**src/rtl/cascade_mag_cmp.sv**
```systemverilog
module cascade_mag_cmp #(
  parameter int W = 8
) (
  input  logic         clk,
  input  logic         rst_n,
  input  logic [W-1:0] p_word,
  input  logic [W-1:0] q_word,
  input  logic         p_track,
  input  logic         logical_mode,
  input  logic         gt_in,
  input  logic         lt_in,
  output logic         gt_out,
  output logic         lt_out
);
  localparam int MSB = W - 1;

  logic [W-1:0] p_held, p_eff, p_key, q_key;
  logic         p_above, q_above;

  always_ff @(posedge clk or negedge rst_n)
    if (!rst_n)       p_held <= '0;
    else if (p_track) p_held <= p_word;

  assign p_eff = p_track ? p_word : p_held;

  // inverting the sign bit maps signed order onto unsigned order
  assign p_key = {p_eff[MSB]  ^ ~logical_mode, p_eff[MSB-1:0]};
  assign q_key = {q_word[MSB] ^ ~logical_mode, q_word[MSB-1:0]};

  assign p_above = p_key > q_key;
  assign q_above = q_key > p_key;

  assign gt_out = p_above | (~q_above & gt_in);
  assign lt_out = q_above | (~p_above & lt_in);

  AST_RESET_CLEARS: assert property (@(posedge clk) !rst_n |=> p_held == '0);
  AST_TRACK_CAPTURE: assert property (@(posedge clk) disable iff (!rst_n)
    p_track |=> p_held == $past(p_word));
  AST_HOLD_STABLE: assert property (@(posedge clk) disable iff (!rst_n)
    !p_track |=> $stable(p_held));
  AST_DECISION_EXCL: assert property (@(posedge clk) disable iff (!rst_n)
    (p_eff != q_word) |-> (gt_out ^ lt_out));
  AST_EQ_PASS: assert property (@(posedge clk) disable iff (!rst_n)
    (p_eff == q_word) |-> (gt_out == gt_in && lt_out == lt_in));
endmodule

```
**config.mk**
```make
export PLATFORM = sky130hd
export DESIGN_NAME = cascade_mag_cmp
export DESIGN_NICKNAME = d
export VERILOG_FILES = /design/src/rtl/cascade_mag_cmp.sv
export SDC_FILE = /design/constraint.sdc
export NUM_CORES = 1
export LEC_CHECK = 0
export ABC_CLOCK_PERIOD_IN_PS = 2750
export BUFFER_PORTS_ARGS = -buffer_cell sky130_fd_sc_hd__buf_4
export CORE_AREA = 8 8 45 47
export DETAILED_ROUTE_END_ITERATION = 8
export DIE_AREA = 0 0 53 55
export PLACE_DENSITY = 0.69
export SLEW_MARGIN = 30
export SYNTH_ARGS = -nofsm -noshare
export SYNTH_HDL_FRONTEND = slang
export SYNTH_SLANG_ARGS = --single-unit
export TNS_END_PERCENT = 50
```
**constraint.sdc**
```tcl
create_clock -name clk -period 2.75 [get_ports clk]
set_input_delay 0.1375 -clock clk [delete_from_list [all_inputs] [get_ports clk]]
set_output_delay 0.1375 -clock clk [all_outputs]
set_load 0.02 [all_outputs]
```
* Word level (Yosys, flattened, before mapping)
Cells that the tools add are included.
** Word-level totals
- Register bits after elaboration :: 8
- Latch bits :: 0
- RAM bits :: 0
- Bits in read-only memories :: 0
- Input port bits :: 22
- Output and inout port bits :: 2
- Word-level logic and storage cells :: 13
- Memories kept :: 0
** Cells by class
- $add $sub $neg :: 0
- Multiply operators :: 0
- Div/mod/pow operators :: 0
- Order comparisons :: 2
- Equality and inequality tests :: 0
- Shift-type cells :: 0
- Muxes and demuxes :: 1
- Bitwise operators :: 9
- Reductions and logical operators :: 0
** Operator list (count)
- greater-than comparator 8 bit :: 2
- two-way mux 8 bit :: 1
- inverter 1 bit :: 3
- bitwise AND 1 bit :: 2
- OR 1 bit :: 2
- bitwise XOR 1 bit :: 2

* Logic depth before layout (Yosys ltp)
Gate-level depths: netlist (run 1).
- Depth in word-level cells :: 6
- Gate-level depth with buffers :: 8
- Depth with buffers taken out :: 7

* Worst setup path before layout (run 1)
Ideal clock, no wire load.
- Path type :: reg-to-output
- From :: register p_held[7]
- To :: output port gt_out
- Arrival time :: 1.774 ns
- Required time :: 2.612 ns
- Path slack :: 0.839 ns
- Cell stages (with the launch flop) :: 7
- Buffers on the path :: 0
- Cells stage by stage :: dfrtp_1 > mux2_4 > xor2_1 > ha_1 > a21oi_1 > o21ai_0 > o21ai_0
** Between the ends
- Longest elaborated chain between the ends :: 6
- Elaborated cells on any way between the ends :: 7
** Ends and longest elaborated chain
- start, declared :: RTL line 17 : logic [W-1:0] p_held, p_eff, p_key, q_key;
- start signal, assigned :: RTL line 22 : else if (p_track) p_held <= p_word;
- two-way mux 8 bit * :: RTL line 24 : assign p_eff = p_track ? p_word : p_held;
- named net p_eff[7] :: RTL line 17
- bitwise XOR 1 bit * :: RTL line 27 : assign p_key = {p_eff[MSB] ^ ~logical_mode, p_eff[MSB-1:0]};
- greater-than comparator 8 bit :: RTL line 31 : assign q_above = q_key > p_key;
- inverter 1 bit :: RTL line 33 : assign gt_out = p_above | (~q_above & gt_in);
- bitwise AND 1 bit :: RTL line 33
- OR 1 bit * :: RTL line 33
- end, declared :: RTL line 12 : output logic gt_out,
The timed path passes the listed nets; every way through them passes the cells marked *.

* Worst setup path in the final report (run 1)
- From :: register p_held[7]
- To :: output port lt_out
** Between the ends
- Longest elaborated chain between the ends :: 6
- Elaborated cells on any way between the ends :: 7
** Ends and longest elaborated chain
- two-way mux 8 bit * :: RTL line 24
- named net p_eff[7] :: RTL line 17
- bitwise XOR 1 bit * :: RTL line 27
- greater-than comparator 8 bit :: RTL line 30 : assign p_above = p_key > q_key;
- inverter 1 bit :: RTL line 34 : assign lt_out = q_above | (~p_above & lt_in);
- bitwise AND 1 bit :: RTL line 34
- OR 1 bit * :: RTL line 34
- end, declared :: RTL line 13 : output logic lt_out
Marked as above.

==> flow_summary.ini, run 1 <==
[worst_setup_path]
path_buf_inv = 1
critical_path_peak_fanout = 3
critical_path_required_ps = 2610
crit-reg2reg-launch = p_held[7]$_DFF_PN0_
worstRegToRegCells = 1
cpLargestDelayFamily = compound AO/OA/AOI/OAI gates
cp_cell_sequence = mux2_4 > xor2_1 > ha_1 > nand2_1 > o21ai_0 > a2bb2oi_1 > buf_4
rr_endpoint = p_held[7]$_DFF_PN0_
critPathLaunchType = flip-flop
crit_arrival_ps = 2000
r2r_slack_ps = 2000
critPathKind = flip-flop to primary output
worst_setup_path_end_kind = primary output
critPathMaxStageDelay_ps = 350
crit_path_top_delay_cell = sky130_fd_sc_hd__dfrtp_1

[timing]
setup_tns_ps = 0
clock_skew_ps = 0
part_of_the_cycle_the_worst_path_needs = 0.776
worst-slew-pin-transition_ps = 263
setup_viol = 0
unrepaired_setup_endpoints_after_global_routing = no
maxSlewHeadroom = 0.823
achievable-frequency_mhz = 469
worst_hold_slack_ps = 126
hold_violations = 0
slew_viol_final = 0
layout_min_cycle_time_ps = 2130
final.setup.worst_slack_ps = 616

[route]
drt_via_density = 4.51
drt-initial-drc-count = 3
vias = 410
detail_route.wl_per_cell_um = 11.2
wl_um = 1020
drt_pre_antenna_iters = 2
drcViolationCount = 0
postRouteAntennaNets = 0

[die]
initial_utilization = 0.377
area_of_the_core_um2 = 1380
floorplan_die_area_um2 = 2920
dieWidth_um = 53
io-pin-count = 24
core.rowCount = 14
die_h_um = 55

[finish]
largest_register_ffs = 8
numnets_final = 107
top_regs = p_held (8)
post_route_cells_drive_above_1_share = 0.373
design_area_um2 = 736
fillCellCount = 120
registers.top_by_ff_count = p_held
syn_to_final_growth_pct = 41.0
antenna-diode-count = 0

[place]
placement.io_buffers = 23
gpl.final_weighted_congestion = 0.719
detailedPlacementHpwl_um = 889
post_dp_cell_area_um2 = 703
preCtsSetupSlack_ps = 911

[job]
drv_cap = 0

[grt]
global_route_wire_length_before_repair_um = 1790
first_global_vias = 434
grt_overflow = 0
grtUsageTotal = 0.0826
number_of_antenna_violations_at_the_first_check_in_global_routing = 0
grt_max_degree = 9

[clocking]
numClockSinks = 8
clockRootBuffer = sky130_fd_sc_hd__clkbuf_4
clkLatencyLatePin_ps = 250
tritoncts_clock_tree = done
cts_max_path_buffers = 2
post_cts.repair.setup_buffers = 0
cts.htree.levels = 1
clk_pin_slew_worst_paths_ps = 50
cts_made_buffers = 3

[pwr]
leakage_power_nw = 0.400
power_density_nw_per_um2 = 452
p_int_mw = 0.240
p_comb_frac = 0.341
pwr-share-clk = 0.261
seqPwrFrac = 0.398
power.ir.vdd_worst_v = 0.000200
net_sw_power_mw = 0.0924
power.share.switching = 0.278
pwr_total_mw = 0.332

[logic_synthesis]
synth_sequential_area_ratio = 0.384
synth_cells = 49
net_count_synth = 79
avgSynthCellArea_um2 = 10.6
synth.cell_area_um2 = 522
ys_seq_elements = 8
synth.distinct_cells = 17
yosysWarnings = 0

[worst_hold_path]
holdPathEnd = p_held[1]$_DFF_PN0_
worst_hold_startpoint = p_word[1]
whs_path_depth = 3
hold_class = primary input to flip-flop

[run_status]
run_status = completed
==> area by class of cell <==
class / instances / area [um^2] / share of cell area
Multi-Input combinational cell: 32 / 280 / 0.381
Inverter: 8 / 30.0 / 0.0408
Sequential cell: 8 / 200 / 0.272
Tap cell: 16 / 20.0 / 0.0272
Timing Repair Buffer: 24 / 183 / 0.248
Clock buffer: 3 / 22.5 / 0.0306
==> placed cells by master, fill, tap and decap left out, drive strengths merged <==
cell,instances
xnor2,1
nand4,2
dlygate4sd3,1
a21oi,4
clkbuf,3
o21ai,2
inv,8
nand2,2
nor2,1
nor2b,1
ha,8
buf,23
o211ai,1
dfrtp,8
mux2i,6
a2bb2oi,1
xor2,1
mux2,2
==> worst min-delay path: stages <==
cell and delay (ps):
sky130_fd_sc_hd__buf_4 80, sky130_fd_sc_hd__mux2i_1 80, sky130_fd_sc_hd__inv_1 60
==> routing by layer <==
metal / routed length, um / share of wire / up-vias / track usage
met2: 493 / 0.48 / 13 / 0.117
met1: 423 / 0.42 / 172 / 0.0946
met4: 28 / 0.028 / 0 / 0.0905
met5: 0 / 0 / - / 0
li1: - / - / 221 / -
met3: 73 / 0.072 / 4 / 0.0214
==> repair_timing <==
item / in CTS / in global routing
gates resized for setup: 0 / 0
hold buffers: 1 / 0
endpoints found under the setup margin: 0 / 0
hold endpoints to repair: 8 / 0
==> synthesized netlist by cell type <==
cell type	count	area (um^2)
sky130_fd_sc_hd__dfrtp_1	8	200
sky130_fd_sc_hd__mux2_2	1	11.3
sky130_fd_sc_hd__a2bb2oi_1	1	8.76
sky130_fd_sc_hd__inv_1	8	30.0
sky130_fd_sc_hd__a21oi_1	4	20.0
sky130_fd_sc_hd__nand2_1	2	7.51
sky130_fd_sc_hd__mux2i_1	6	60.1
sky130_fd_sc_hd__buf_6	1	11.3
sky130_fd_sc_hd__ha_1	8	100
sky130_fd_sc_hd__xor2_1	1	8.76
sky130_fd_sc_hd__nor2_1	1	3.75
sky130_fd_sc_hd__o21ai_0	2	10.0
sky130_fd_sc_hd__o211ai_1	1	7.51
sky130_fd_sc_hd__nand4_1	2	12.5
sky130_fd_sc_hd__nor2b_1	1	6.26
sky130_fd_sc_hd__xnor2_1	1	8.76
sky130_fd_sc_hd__mux2_4	1	15.0
==> power groups by stage <==
stage | Sequential, mW | Clock [mW] | Combinational, mW
floorplan | 0.134 | 0 | 0.0671
global placement | 0.134 | 0 | 0.112
detailed placement | 0.134 | 0 | 0.113
CTS | 0.132 | 0.0902 | 0.116
global route | 0.133 | 0.0991 | 0.130
finish | 0.132 | 0.0867 | 0.113
==> cell families after synthesis <==
| family | synth area share |
|---|---|
| buffers and inverters | 0.0791 |
| AOI/OAI and AO/OA | 0.0887 |
| DFF | 0.384 |
| xor gates and xnor gates | 0.0336 |
| muxes | 0.165 |
| and+or+nand+nor | 0.0576 |
| adders and majority gates | 0.192 |
==> worst max-delay path by stage <==
stage               cells after the start                 from  endpoint
floorplan                               6  p_held[7]$_DFF_PN0_    gt_out
global placement                        8              p_track    lt_out
detailed placement                      8              p_track    lt_out
CTS                                     7  p_held[7]$_DFF_PN0_    lt_out
global route                            7  p_held[7]$_DFF_PN0_    gt_out
finish                                  7  p_held[7]$_DFF_PN0_    lt_out
==> through the flow <==
stage	std cells	utilization
6_report	91	0.532
5_1_grt	91	0.532
4_1_cts	91	0.532
3_5_place_dp	87	0.508
3_3_place_gp	87	0.508
2_1_floorplan	49	-
(Power assumes the default switching activity.)
==> inputs of run 2 (changes only) <==
ABC_CLOCK_PERIOD_IN_PS = 1940   (was 2750)
CORE_AREA = not set   (was 8 8 45 47)
CORE_MARGIN = 8   (was not set)
CORE_UTILIZATION = 39   (was not set)
DIE_AREA = not set   (was 0 0 53 55)
PLACE_DENSITY = 0.71   (was 0.69)
clock period = 1.94 ns   (was 2.75 ns; I/O delays follow)
==> run 2 against run 1 <==
The flow now finishes with violations (negative setup slack). Power increased by 44%. Register-to-register slack got worse by 820 ps. Clock power increased by 40%. Clock-buffer cell count unchanged. Non-clock buffer count unchanged. Final cell count decreased by 1.1%. Critical endpoint unchanged. Setup slack got worse by 720 ps. Clock skew unchanged. Sequential share of layout area decreased by 0.41 points. Worst hold slack got worse by 34 ps.
==> flow_summary.ini, run 2 (synthesis results as in run 1) <==
[run_status]
run_status = complete, but fails checks
violations_in_the_final_reports = negative setup slack

[timing]
part_of_the_cycle_the_worst_path_needs = 1.06
maxSlewHeadroom = 0.836
worst_hold_slack_ps = 91.9
final.setup.worst_slack_ps = -108
achievable-frequency_mhz = 488
hold_violations = 0
setup_viol = 2
worst-slew-pin-transition_ps = 240
clock_skew_ps = 0
unrepaired_setup_endpoints_after_global_routing = yes
layout_min_cycle_time_ps = 2050
slew_viol_final = 0

[worst_hold_path]
hold_class = primary input to flip-flop
whs_path_depth = 3

[worst_setup_path]
critical_path_peak_fanout = 3
critical_path_required_ps = 1840
worst_setup_path_end_kind = primary output
crit_arrival_ps = 1950
critPathKind = flip-flop to primary output
worstRegToRegCells = 1
critPathLaunchType = flip-flop

[clocking]
clockRootBuffer = sky130_fd_sc_hd__clkbuf_4
cts_made_buffers = 3
clkLatencyLatePin_ps = 250
numClockSinks = 8
cts_max_path_buffers = 2
tritoncts_clock_tree = done
clk_pin_slew_worst_paths_ps = 50
cts.htree.levels = 1

[finish]
post_route_cells_drive_above_1_share = 0.413
top_regs = p_held (8)
registers.top_by_ff_count = p_held
final_cell_utilization_of_the_core = 0.589
layout.cells.most_common = sky130_fd_sc_hd__buf_4
antenna-diode-count = 0
numnets_final = 107
largest_register_ffs = 8
fillCellCount = 109
most-common-layout-cells = sky130_fd_sc_hd__buf_4 (23), sky130_fd_sc_hd__inv_1 (8), sky130_fd_sc_hd__ha_1 (8), sky130_fd_sc_hd__dfrtp_1 (8), sky130_fd_sc_hd__mux2i_1 (6)
syn_to_final_growth_pct = 43.2

[route]
detail_route.wl_per_cell_um = 12.0
drcViolationCount = 0
drt-initial-drc-count = 7
wl_um = 1080
vias = 429
postRouteAntennaNets = 0
drt_via_density = 4.77
drt_pre_antenna_iters = 2

[pwr]
leakage_power_nw = 0.401
power_density_nw_per_um2 = 642
power.ir.vdd_worst_v = 0.000339

[grt]
first_global_vias = 474
global_route_wire_length_before_repair_um = 1800
grtUsageTotal = 0.0879
grt_overflow = 0
grt_max_degree = 9
number_of_antenna_violations_at_the_first_check_in_global_routing = 0

[die]
io-pin-count = 24
die_h_um = 52.6
dieWidth_um = 52.6
area_of_the_core_um2 = 1270
initial_utilization = 0.411
floorplan_die_area_um2 = 2760
core.rowCount = 13

[place]
gpl.final_weighted_congestion = 0.730
placement.io_buffers = 23
detailedPlacementHpwl_um = 948

[job]
drv_cap = 0
-- run 2: worst max-delay path, stage by stage, from the launching register on --
cell and delay, ps:
sky130_fd_sc_hd__dfrtp_1 360, sky130_fd_sc_hd__mux2_4 280, sky130_fd_sc_hd__xor2_1 150, sky130_fd_sc_hd__ha_1 300, sky130_fd_sc_hd__nand4_1 150, sky130_fd_sc_hd__a21oi_2 180, sky130_fd_sc_hd__a2bb2oi_2 140, sky130_fd_sc_hd__buf_4 150
-- run 2: path summary, 6_finish.rpt --
check / endpoint / slack [ps] / start
min in group asynchronous: p_held[5]$_DFF_PN0_ / 200 / rst_n
worst max-delay path: lt_out / -110 / p_held[7]$_DFF_PN0_
worst min-delay path: p_held[1]$_DFF_PN0_ / 90 / p_word[1]
max in group asynchronous: p_held[2]$_DFF_PN0_ / 1620 / rst_n
worst min register to register: p_held[1]$_DFF_PN0_ / 490 / p_held[1]$_DFF_PN0_
worst max register to register: p_held[7]$_DFF_PN0_ / 1180 / p_held[7]$_DFF_PN0_
-- run 2: through the flow --
stage	setup TNS, ps	instances	cell area (um^2)	setup slack [ps]	power, mW
3_3_place_gp	0	86	702	169	0.348
6_report	-193	90	747	-108	0.479
3_5_place_dp	0	86	702	111	0.353
4_1_cts	-222	90	738	-111	0.481
5_1_grt	-423	90	747	-218	0.514
2_1_floorplan	0	49	522	69.2	0.285
-- run 2: final cells by class --
class	instances	area [um^2]	area share
Tap cell	15	18.8	0.0251
Sequential cell	8	200	0.268
Multi-Input combinational cell	32	293	0.392
Inverter	8	30.0	0.0402
Clock buffer	3	22.5	0.0302
Timing Repair Buffer	24	183	0.245
-- run 2: repair_timing --
action                                  4_1_cts  5_1_grt
setup buffers                                 0        0
gates resized for setup                       2        3
endpoints found under the setup margin        2        2
hold buffers                                  1        0
pin swaps                                     1        2
endpoints found under the hold margin         8        0
-- run 2: power by group --
group          leakage, nW  internal (mW)  total (mW)  switching (mW)
sequential          0.0935          0.184       0.187         0.00375
combinational        0.293         0.0905       0.171          0.0806
clock               0.0138         0.0704       0.121          0.0506
total                0.401          0.345       0.479           0.135
-- run 2: metal layers --
metal	vias to the layer above	GRT usage	wire length [um]
met5	-	0	0
met1	189	0.0930	444
met3	5	0.0170	42
li1	221	-	-
met2	14	0.138	544
met4	0	0.0905	45
==> inputs of run 3 (changes only) <==
ABC_CLOCK_PERIOD_IN_PS = 2300   (was 1940)
CAP_MARGIN = 10   (was not set)
CORE_AREA = 8 8 45 47   (was not set)
CORE_MARGIN = not set   (was 8)
CORE_UTILIZATION = not set   (was 39)
DIE_AREA = 0 0 53 55   (was not set)
PLACE_DENSITY = 0.69   (was 0.71)
clock period = 2.3 ns   (was 1.94 ns; I/O delays follow)
==> run 3 against run 2 <==
The run now ends clean. Clock skew unchanged. Routed wire length is 7.4% higher. Utilization is 5.7 points lower. Register-to-register slack improved by 370 ps. Sequential cell count is the same. Power is 17% lower. Die area increased by 5.5%. Clock-buffer cell count is the same. Sequential share of layout area increased by 0.41 points. Largest cell class unchanged. Largest power group unchanged.
==> flow_summary.ini, run 3 (synthesis results as in run 1) <==
[die]
io-pin-count = 24
core.rowCount = 14
dieWidth_um = 53
floorplan_die_area_um2 = 2920
initial_utilization = 0.377
area_of_the_core_um2 = 1380
die_h_um = 55

[timing]
setup_tns_ps = 0
part_of_the_cycle_the_worst_path_needs = 0.900
worst-slew-pin-transition_ps = 230
achievable-frequency_mhz = 483
layout_min_cycle_time_ps = 2070
unrepaired_setup_endpoints_after_global_routing = no
setup_viol = 0
clock_skew_ps = 0
hold_violations = 0
slew_viol_final = 0
maxSlewHeadroom = 0.842
final.setup.worst_slack_ps = 229
worst_hold_slack_ps = 109

[finish]
numnets_final = 107
final_cell_utilization_of_the_core = 0.532
most-common-layout-cells = sky130_fd_sc_hd__buf_4 (23), sky130_fd_sc_hd__inv_1 (8), sky130_fd_sc_hd__ha_1 (8), sky130_fd_sc_hd__dfrtp_1 (8), sky130_fd_sc_hd__mux2i_1 (6)
fillCellCount = 131
registers.top_by_ff_count = p_held
largest_register_ffs = 8
post_route_cells_drive_above_1_share = 0.373
layout.cells.most_common = sky130_fd_sc_hd__buf_4
syn_to_final_growth_pct = 41.0
antenna-diode-count = 0
top_regs = p_held (8)

[worst_setup_path]
crit-reg2reg-launch = p_held[7]$_DFF_PN0_
critical_path_required_ps = 2180
critPathKind = flip-flop to primary output
crit_arrival_ps = 1960
critical_path_peak_fanout = 3
worst_setup_path_end_kind = primary output
setup.worst_path.start = p_held[7]$_DFF_PN0_
critPathLaunchType = flip-flop

[route]
drt_pre_antenna_iters = 4
drcViolationCount = 0
drt-initial-drc-count = 2
drt_via_density = 4.87
vias = 443
postRouteAntennaNets = 0
detail_route.wl_per_cell_um = 12.7
wl_um = 1160

[clocking]
cts_made_buffers = 3
clockRootBuffer = sky130_fd_sc_hd__clkbuf_4
cts.htree.levels = 1
tritoncts_clock_tree = done
cts_max_path_buffers = 2
clk_pin_slew_worst_paths_ps = 50
post_cts.repair.setup_buffers = 0
clkLatencyLatePin_ps = 250
numClockSinks = 8

[grt]
global_route_wire_length_before_repair_um = 1860
grtUsageTotal = 0.0880
grt_max_degree = 9
first_global_vias = 456
grt_overflow = 0
number_of_antenna_violations_at_the_first_check_in_global_routing = 0

[place]
detailedPlacementHpwl_um = 1010
placement.io_buffers = 23
gpl.final_weighted_congestion = 0.771
preCtsSetupSlack_ps = 486

[pwr]
pwr_total_mw = 0.400
power.ir.vdd_worst_v = 0.000211
power_density_nw_per_um2 = 544
leakage_power_nw = 0.400

[run_status]
run_status = completed

[job]
drv_cap = 0

[worst_hold_path]
hold_class = primary input to flip-flop
worst_hold_startpoint = p_word[1]
## run 3: critical path: stages (launching register included)
cell and delay [ps]:
sky130_fd_sc_hd__dfrtp_1 360, sky130_fd_sc_hd__mux2_4 280, sky130_fd_sc_hd__xor2_1 140, sky130_fd_sc_hd__ha_1 300
sky130_fd_sc_hd__nand2_1 60, sky130_fd_sc_hd__o21ai_0 210, sky130_fd_sc_hd__a2bb2oi_1 190, sky130_fd_sc_hd__buf_4 160
## run 3: layout make-up
cell class | count | area (um^2) | share of cell area
multi-input combinational | 32 | 280 | 0.381
sequential | 8 | 200 | 0.272
timing repair buffer | 24 | 183 | 0.248
inverter | 8 | 30.0 | 0.0408
clock buffer | 3 | 22.5 | 0.0306
tap | 16 | 20.0 | 0.0272
## run 3: per-layer routing
metal / vias to the layer above / track usage / share of wire
met5: - / 0 / 0
met4: 0 / 0.0905 / 0.016
met3: 2 / 0.0187 / 0.060
met2: 14 / 0.145 / 0.52
met1: 204 / 0.0898 / 0.40
li1: 223 / - / -
## run 3: report_power, final
part	internal, mW	leakage (nW)	switching, mW
clock	0.0596	0.0138	0.0459
combinational	0.0724	0.292	0.0637
sequential	0.155	0.0935	0.00339
## run 3: repair_timing
action                                 4_1_cts  5_1_grt
endpoints found under the hold margin        8        0
hold buffers                                 1        0
gates resized for setup                      0        0
## run 3: path summary, 6_finish.rpt
kind	slack (ps)	cells past startpoint	to
worst max-delay path	230	7	lt_out
worst min-delay path	110	3	p_held[1]$_DFF_PN0_
worst max register to register	1550	1	p_held[7]$_DFF_PN0_
worst min register to register	490	2	p_held[1]$_DFF_PN0_
max in group asynchronous	1970	2	p_held[2]$_DFF_PN0_
min in group asynchronous	210	2	p_held[7]$_DFF_PN0_
## run 3: stage by stage
step	cells	cell area (um^2)
floorplan	49	522
global placement	87	703
detailed placement	87	703
CTS	91	736
global route	91	736
finish	91	736
